<file path="src/rtl/trace_stim_pkg.sv">
package trace_stim_pkg;

  typedef enum logic [1:0] {
    SZ_BYTE = 2'd0,
    SZ_HALF = 2'd1,
    SZ_WORD = 2'd2,
    SZ_BAD  = 2'd3
  } elemSize_e;

  typedef struct packed {
    logic push;
    logic pop;
  } fifoStrobe_t;

endpackage

</file>
<file path="src/rtl/trace_stim_ctrl.sv">
module trace_stim_ctrl
  import trace_stim_pkg::*;
#(
  parameter int DEPTH = 4,
  localparam int CNT_W = $clog2(DEPTH + 1)
) (
  input  logic        clk,
  input  logic        rstN,
  input  logic        modEn,
  input  logic        wrValid,
  input  logic [1:0]  wrSize,
  input  logic        outReady,
  output logic        wrWait,
  output logic        outValid,
  output fifoStrobe_t strb
);

  logic [CNT_W-1:0] fillCount;
  logic             isFull;

  assign isFull   = (fillCount == CNT_W'(DEPTH));
  assign outValid = (fillCount != '0);
  assign wrWait   = modEn && isFull;

  always_comb begin
    strb.push = wrValid && modEn && !isFull && (wrSize != SZ_BAD);
    strb.pop  = outValid && outReady;
  end

  always_ff @(posedge clk or negedge rstN) begin
    if (!rstN) begin
      fillCount <= '0;
    end else begin
      case ({strb.push, strb.pop})
        2'b10:   fillCount <= fillCount + 1'b1;
        2'b01:   fillCount <= fillCount - 1'b1;
        default: fillCount <= fillCount;
      endcase
    end
  end


  no_overflow_chk: assert property (@(posedge clk) disable iff (!rstN)
    fillCount <= CNT_W'(DEPTH));


  held_nonempty_chk: assert property (@(posedge clk) disable iff (!rstN)
    wrValid && wrWait |=> outValid);

endmodule

</file>
<file path="src/rtl/trace_stim_dpath.sv">
module trace_stim_dpath
  import trace_stim_pkg::*;
#(
  parameter int CHAN_W = 8,
  parameter int WIN_W  = 12,
  parameter int DATA_W = 32,
  parameter int DEPTH  = 4,
  localparam int ADDR_W = CHAN_W + WIN_W,
  localparam int REC_W  = CHAN_W + 2 + 1 + DATA_W,
  localparam int PTR_W  = $clog2(DEPTH)
) (
  input  logic              clk,
  input  logic              rstN,
  input  fifoStrobe_t       strb,
  input  logic              outValid,
  input  logic [ADDR_W-1:0] wrAddr,
  input  logic [1:0]        wrSize,
  input  logic [DATA_W-1:0] wrData,
  output logic [REC_W-1:0]  outRec
);

  logic [DATA_W-1:0] maskedData;
  logic [REC_W-1:0]  newRec;
  logic [REC_W-1:0]  slots [DEPTH];
  logic [PTR_W-1:0]  wrPtr;
  logic [PTR_W-1:0]  rdPtr;

  always_comb begin
    maskedData = '0;
    case (wrSize)
      SZ_BYTE: maskedData[7:0]  = wrData[7:0];
      SZ_HALF: maskedData[15:0] = wrData[15:0];
      default: maskedData       = wrData;
    endcase
    newRec = {wrAddr[ADDR_W-1:WIN_W], wrSize, wrAddr[WIN_W-1], maskedData};
  end

  for (genvar i = 0; i < DEPTH; i++) begin : g_slot
    always_ff @(posedge clk) begin
      if (strb.push && (wrPtr == PTR_W'(i))) slots[i] <= newRec;
    end
  end

  always_ff @(posedge clk or negedge rstN) begin
    if (!rstN) begin
      wrPtr <= '0;
      rdPtr <= '0;
    end else begin
      if (strb.push) wrPtr <= wrPtr + 1'b1;
      if (strb.pop)  rdPtr <= rdPtr + 1'b1;
    end
  end

  assign outRec = slots[rdPtr];


  zero_ext_chk: assert property (@(posedge clk) disable iff (!rstN)
    outValid && (outRec[DATA_W+2:DATA_W+1] == SZ_BYTE) |-> (outRec[DATA_W-1:8] == '0));

endmodule

</file>
<file path="src/rtl/trace_stim_decoder.sv">
module trace_stim_decoder
  import trace_stim_pkg::*;
#(
  parameter int CHAN_W = 8,
  parameter int WIN_W  = 12,
  parameter int DATA_W = 32,
  parameter int DEPTH  = 4,
  localparam int ADDR_W = CHAN_W + WIN_W,
  localparam int REC_W  = CHAN_W + 2 + 1 + DATA_W
) (
  input  logic              clk,
  input  logic              rstN,
  input  logic              modEn,
  input  logic              wrValid,
  input  logic [ADDR_W-1:0] wrAddr,
  input  logic [1:0]        wrSize,
  input  logic [DATA_W-1:0] wrData,
  output logic              wrWait,
  output logic              outValid,
  input  logic              outReady,
  output logic [REC_W-1:0]  outRec
);

  fifoStrobe_t strb;

  trace_stim_ctrl #(.DEPTH(DEPTH)) u_ctrl (
    .clk(clk), .rstN(rstN), .modEn(modEn), .wrValid(wrValid),
    .wrSize(wrSize), .outReady(outReady), .wrWait(wrWait),
    .outValid(outValid), .strb(strb)
  );

  trace_stim_dpath #(.CHAN_W(CHAN_W), .WIN_W(WIN_W), .DATA_W(DATA_W), .DEPTH(DEPTH)) u_dpath (
    .clk(clk), .rstN(rstN), .strb(strb), .outValid(outValid),
    .wrAddr(wrAddr), .wrSize(wrSize), .wrData(wrData), .outRec(outRec)
  );


  rec_hold_chk: assert property (@(posedge clk) disable iff (!rstN)
    outValid && !outReady |=> outValid && $stable(outRec));


  disabled_drop_chk: assert property (@(posedge clk) disable iff (!rstN)
    !modEn && !outValid |=> !outValid);


  bad_size_chk: assert property (@(posedge clk) disable iff (!rstN)
    wrValid && (wrSize == SZ_BAD) && !outValid |=> !outValid);

endmodule

</file>
<file path="config.mk">
export PLATFORM = sky130hd
export DESIGN_NAME = trace_stim_decoder
export DESIGN_NICKNAME = d
export VERILOG_FILES = /design/src/rtl/trace_stim_pkg.sv /design/src/rtl/trace_stim_ctrl.sv /design/src/rtl/trace_stim_dpath.sv /design/src/rtl/trace_stim_decoder.sv
export SDC_FILE = /design/constraint.sdc
export NUM_CORES = 1
export LEC_CHECK = 0
export BUFFER_PORTS_ARGS = -buffer_cell sky130_fd_sc_hd__buf_2
export CAP_MARGIN = 20
export CORE_MARGIN = 5
export CORE_UTILIZATION = 40
export DETAILED_ROUTE_END_ITERATION = 7
export PLACE_DENSITY = 0.57
export SYNTH_ARGS = -nofsm -noshare
export SYNTH_HDL_FRONTEND = slang
export SYNTH_SLANG_ARGS = --single-unit
</file>
<file path="constraint.sdc">
create_clock -name clk -period 4.7 [get_ports clk]
set_input_delay 1.175 -clock clk [delete_from_list [all_inputs] [get_ports clk]]
set_output_delay 1.175 -clock clk [all_outputs]
set_load 0.01 [all_outputs]
</file>
=== Yosys cells after proc, flatten, opt, wreduce, memory -nomap -nowiden ===
Memory sizes are Yosys's and may differ from the RTL's.
Cells that the tools add are included.
W data, S select, Z words.

* Register bits after elaboration: 7
* Memories kept: 1
* Bits of input ports: 59
* Memory bits (writable): 172

* Equal/unequal tests: 8
* Reductions and logical operators: 18
* Add/subtract/negate cells: 4
* Mux-type cells: 20

{| class="wikitable"
|+ Memories
! name !! depth !! bits a word !! rd ports !! clocked after memory_dff !! write ports !! line !! RTL
|-
| u_dpath.slots || 4 || 43 || 1 || 0 || 1 || trace_stim_dpath.sv:24 || <nowiki>logic [REC_W-1:0] slots [DEPTH];</nowiki>
|}

{| class="wikitable"
|+ Operator list
! kind !! number
|-
| $mux W43 || 3
|-
| $reduce_or A43 Y1 || 3
|-
| $mux W16 || 1
|-
| $mux W1 || 11
|-
| $logic_and A1 B1 Y1 || 9
|-
| $mux W8 || 1
|-
| $eq A2 B1 Y1 const B || 3
|-
| $eq A2 B2 Y1 const B || 3
|-
| $mux W2 || 3
|-
| $pmux W3 S2 || 1
|-
| $add A2 B1 Y2 const B || 2
|-
| $logic_not A2 Y1 || 2
|-
| $add A3 B1 Y3 const B || 1
|-
| $eq A3 B3 Y1 const B || 1
|-
| $reduce_bool A3 Y1 || 1
|-
| $sub A3 B1 Y3 const B || 1
|-
| $ne A2 B2 Y1 const B || 1
|-
| $reduce_bool A2 Y1 || 1
|-
| $reduce_or A2 Y1 || 1
|-
| $logic_not A1 Y1 || 1
|}

=== Logic depth before layout (Yosys ltp) ===
* Depth in word-level cells: 11
* Mapped depth: 9
* Gate-level depth less buffers: 9

=== Cells and area by module ===
From an unflattened synthesis, not the netlist that was laid out.

* Cells, all modules: 293
* Area total of the unflattened synthesis: 6859.1 µm²

{| class="wikitable"
|+ By module, submodules not included
! module !! cells an instance !! area an instance (µm²) !! times used
|-
| trace_stim_dpath || 271 || 6647.6 || 1
|-
| trace_stim_ctrl || 22 || 211.5 || 1
|}

=== Worst setup path before layout ===
No wires, ideal clock.

* Kind: input-to-reg
* From: input port wrSize[1]
* To: memory u_dpath.slots[0][0] (netlist name) (enable)
* Setup time: 381 ps
* Stages on the path: 2
* Setup slack: 2097 ps
* Arrival: 2222 ps
* Cells stage by stage: a221oi_4 > and2_2

* Longest elaborated chain between the ends: 9

{| class="wikitable"
|+ Ends and longest elaborated chain
! what !! line !! RTL
|-
| start, declared || trace_stim_decoder.sv:16 || <nowiki>input logic [1:0] wrSize,</nowiki>
|-
| $ne A2 B2 Y1 (*) || trace_stim_ctrl.sv:26 || <nowiki>strb.push = wrValid && modEn && !isFull && (wrSize != SZ_BAD);</nowiki>
|-
| $logic_and A1 B1 Y1 (*) || trace_stim_ctrl.sv:26 ||
|-
| $logic_and A1 B1 Y1 || trace_stim_dpath.sv:40 || <nowiki>if (strb.push && (wrPtr == PTR_W'(i))) slots[i] <= newRec;</nowiki>
|-
| $mux W1 || trace_stim_dpath.sv:40 ||
|-
| $mux W1 (not written as such) || trace_stim_dpath.sv:40 ||
|-
| $reduce_or A43 Y1 (no source line) || -- ||
|-
| $mux W2 (no source line) / $mux W1 (equally long branches) (3 in series) || -- ||
|-
| end, declared || trace_stim_dpath.sv:24 ||
|}

Mark *: on every way between the ends. The rest lies on a longest branch, timed or not.

=== Worst setup path in the final report ===
* From: register u_dpath.rdPtr[0]
* To: output port outRec[21]

* Longest elaborated chain between the ends: 1

{| class="wikitable"
|+ Ends and longest elaborated chain
! what !! line !! RTL
|-
| start, declared || trace_stim_dpath.sv:26 || <nowiki>logic [PTR_W-1:0] rdPtr;</nowiki>
|-
| start signal, assigned || trace_stim_dpath.sv:50 || <nowiki>if (strb.pop) rdPtr <= rdPtr + 1'b1;</nowiki>
|-
| $mem_v2 Z4 W43 || -- ||
|-
| end, declared || trace_stim_decoder.sv:21 || <nowiki>output logic [REC_W-1:0] outRec</nowiki>
|}

Every way passes these cells.

==> results.md <==
* Startpoint types: flip-flop
* Synth warn at 0
* Crit path required time at approximately 3500 ps
* Hold Fails Final Rpt at 0
* CP Cell Sequence: buf_12, mux4_1, buf_2
* DRC at 0
* Peak supply drop at 0.000276 V
* Pwr Density at 545 mW/mm^2
* Internal at ~0.0033 W
* Max-slew violations at 0
* Ranking of synthesized cells by area: edfxtp_1 (74%), mux4_1 (11%), mux4_2 (4.8%)
* 1st-pass router iterations at 4
* P&R area growth vs syn at 18.2%
* HP Class: flip-flop to flip-flop
* Switching power at approximately 0.0012 W
* Net Sw Frac at a little over a quarter
* FMAX at 321 MHz
* Crit Path Category: flip-flop to primary output
* Slowest cell on the critical path: mux4_1
* Final cell count without fillers at 637
* Fin util at a little under half
* Cell area after synthesis at between 0.006 and 0.007 mm^2
* Worst Hold End: u_ctrl.fillCount[0]
* Vias in the first global route at about 3500
* Final WS setup at between 1500 and 2000 ps
* N_diodes at 0
* Tot Pwr at between 0.004 and 0.005 W
* Starting Density at between 40% and 50%
* CP max stage delay at 650 ps
* RSZ-0062 raised after global routing: no
* Row cnt at 48
* Via count at 3168
* Postcts setup bufs at 0
* CP max FO at 45
* CTS sink cnt at between 150 and 200
* Overall global routing resource usage at 13.1%
* Initial antenna violation count at 0
* Die X at 142 um
* Core ar. at between 0.015 and 0.02 mm^2
* Deepest clock path buffer count at 2
* Global-route wire length before repair at ~19 mm
* Dpl ws at 1480 ps
* Syn_nets at around 360
* Clk pwr share at around 30%
* CTS Buf Count at 17
* Arrival @ worst endpoint at a little under 2000 ps
* GRT overflow at 0
* Status: complete, no violations
* Clk slew on worst S/H paths at 60 ps
* Clock Latency Late Sink at about 420 ps
* Register area share after synthesis at between 70% and 80%
* Register share of total power at 44.7%
* Yosys top cell area share at between 70 and 80%
* Hold path startpoint: u_ctrl.fillCount[0]
* Dpl cells at between 600 and 700
* IO Pins at 104
* Largest net degree at the start of global routing at between 40 and 50
* Post_cts resized at 0
* Final ANT Viol Nets at 0
* Final wirelength at between 10 and 15 mm
* Drt wl/cell at 19.8 um
* Reg2Reg Capture Point: u_dpath.slots[2][4]
* Slew headroom at between 40% and 50%
* Setup TNS at 0 ps
* H-tree depth at 4
* Synth cell types at 24
* Clk_skew at approximately 13 ps
* P_leak at approximately 3 nW
* Crit end category: primary output
* Setup violations, final at 0
* Syn Area/Cell at 24.1 um^2
* Reg2Reg Launch Point: u_ctrl.fillCount[0]
* DR iter-0 viols at ~100
* Synth area leader: edfxtp_1
* Proportion of power drawn by combinational gates at 26.0%
* R2r setup slk at about 2400 ps
* #FFs+latches synth at 179
* Commonest non-fill, non-tap cell in the layout: edfxtp_1
* Root Driver: clkbuf_16
* Die Ht at about 140 um
* Final Wtd Congestion at 0.685
* Die ar. at 0.0202 mm^2
* Clock period minus worst slack at slightly above 3000 ps
* CTS tree: built
* Reg2Reg Depth at 4
* Most frequent cells in the layout: edfxtp_1 (172), buf_2 (92), mux4_1 (28)
* DP Wirelength at 7.76 mm
* Hold path depth at 1
* Worst slew pin tran at 781 ps
* Max Cap Violations at 0
* Final nets at 466
* Layout cells sized above 1 at a little under two fifths
* Port bufs at 92
* Hold Buf Count CTS at 0
* Vias per cell at 4.97
* Crit share post-route at 66.2%
* Post-synthesis cell count at just under 300
-- cell usage after synthesis --
cell type,n
edfxtp_1,172
and2_2,4
ha_1,5
xnor2_1,3
and3_2,1
o31a_2,1
and2_1,16
mux4_2,15
mux2_4,1
a221oi_4,1
fa_1,1
nor2_2,1
nor2b_1,8
clkbuf_8,5
or3_2,1
mux4_1,28
inv_1,6
nor2_1,2
dfrtp_1,7
nand2_1,2
mux2i_1,1
buf_6,5
xor2_1,3
clkbuf_1,1
-- cell type report --
class	instances	area (um^2)
clock buffer	21	440
multi-input combinational	94	1490
clock inverter	9	109
tap	225	282
inverter	6	22.5
sequential	179	5340
timing repair buffer	103	568
fill	1451	8990
-- sequential cells by signal, indices dropped and copies added (netlist names) --
signal / cells
u_ctrl.fillCount: 3
u_dpath.rdPtr: 2
u_dpath.slots: 172
u_dpath.wrPtr: 2
-- per-layer routing --
| layer | vias to the layer above | part of all wire, % | GRT usage [%] |
|---|---|---|---|
| li1 | 1434 | - | - |
| met1 | 1652 | 43 | 16.1 |
| met2 | 74 | 51 | 22.3 |
| met3 | 8 | 4.6 | 4.17 |
| met4 | 0 | 0.83 | 3.79 |
| met5 | - | 0 | 0 |
-- kinds of logic after synthesis --
logic type | count (synthesis) | share of synthesized area, %
flip-flops | 179 | 76.5
AND/OR/NAND/NOR | 35 | 3.10
buffers and inverters | 17 | 2.17
AO/OA/AOI/OAI | 2 | 0.520
multiplexers | 45 | 15.7
adder cells (fa/ha/maj) | 6 | 1.18
XOR/XNOR | 6 | 0.753
-- worst max-delay path by stage --
| stage | startpoint | endpoint | slack, ps | depth (start not counted) |
|---|---|---|---|---|
| after floorplan | wrSize[1] | u_dpath.slots[0][0] | 2100 | 2 |
| after global placement | wrSize[1] | u_dpath.slots[1][20] | 1510 | 4 |
| after detailed placement | wrSize[1] | u_dpath.slots[1][17] | 1480 | 4 |
| after CTS | u_dpath.rdPtr[1] | outRec[34] | 1540 | 3 |
| after global routing | u_dpath.rdPtr[1] | outRec[22] | 1470 | 3 |
| final | u_dpath.rdPtr[0] | outRec[21] | 1590 | 3 |
-- critical path, delay by kind of cell (launching register included) --
family                 cells  cell delay [ps]
buffers and inverters      2              470
multiplexers               1              650
flip-flops                 1              370
-- through the flow --
stage / hold WS (ps) / instance area [um^2]
6_report: 574 / 8250
5_1_grt: 562 / 8250
4_1_cts: 556 / 8250
3_5_place_dp: 563 / 7700
3_3_place_gp: 545 / 7680
2_1_floorplan: 517 / 6980
-- power by group through the flow --
stage	clock [W]	combinational, W	sequential [W]
after floorplan	0	0.000869	0.00199
after global placement	0	0.00114	0.00208
after detailed placement	0	0.00121	0.00205
after CTS	0.00135	0.00121	0.00201
after global routing	0.00142	0.00128	0.00202
final	0.00132	0.00117	0.00201
Note: power is estimated with default switching activity, not from simulation.
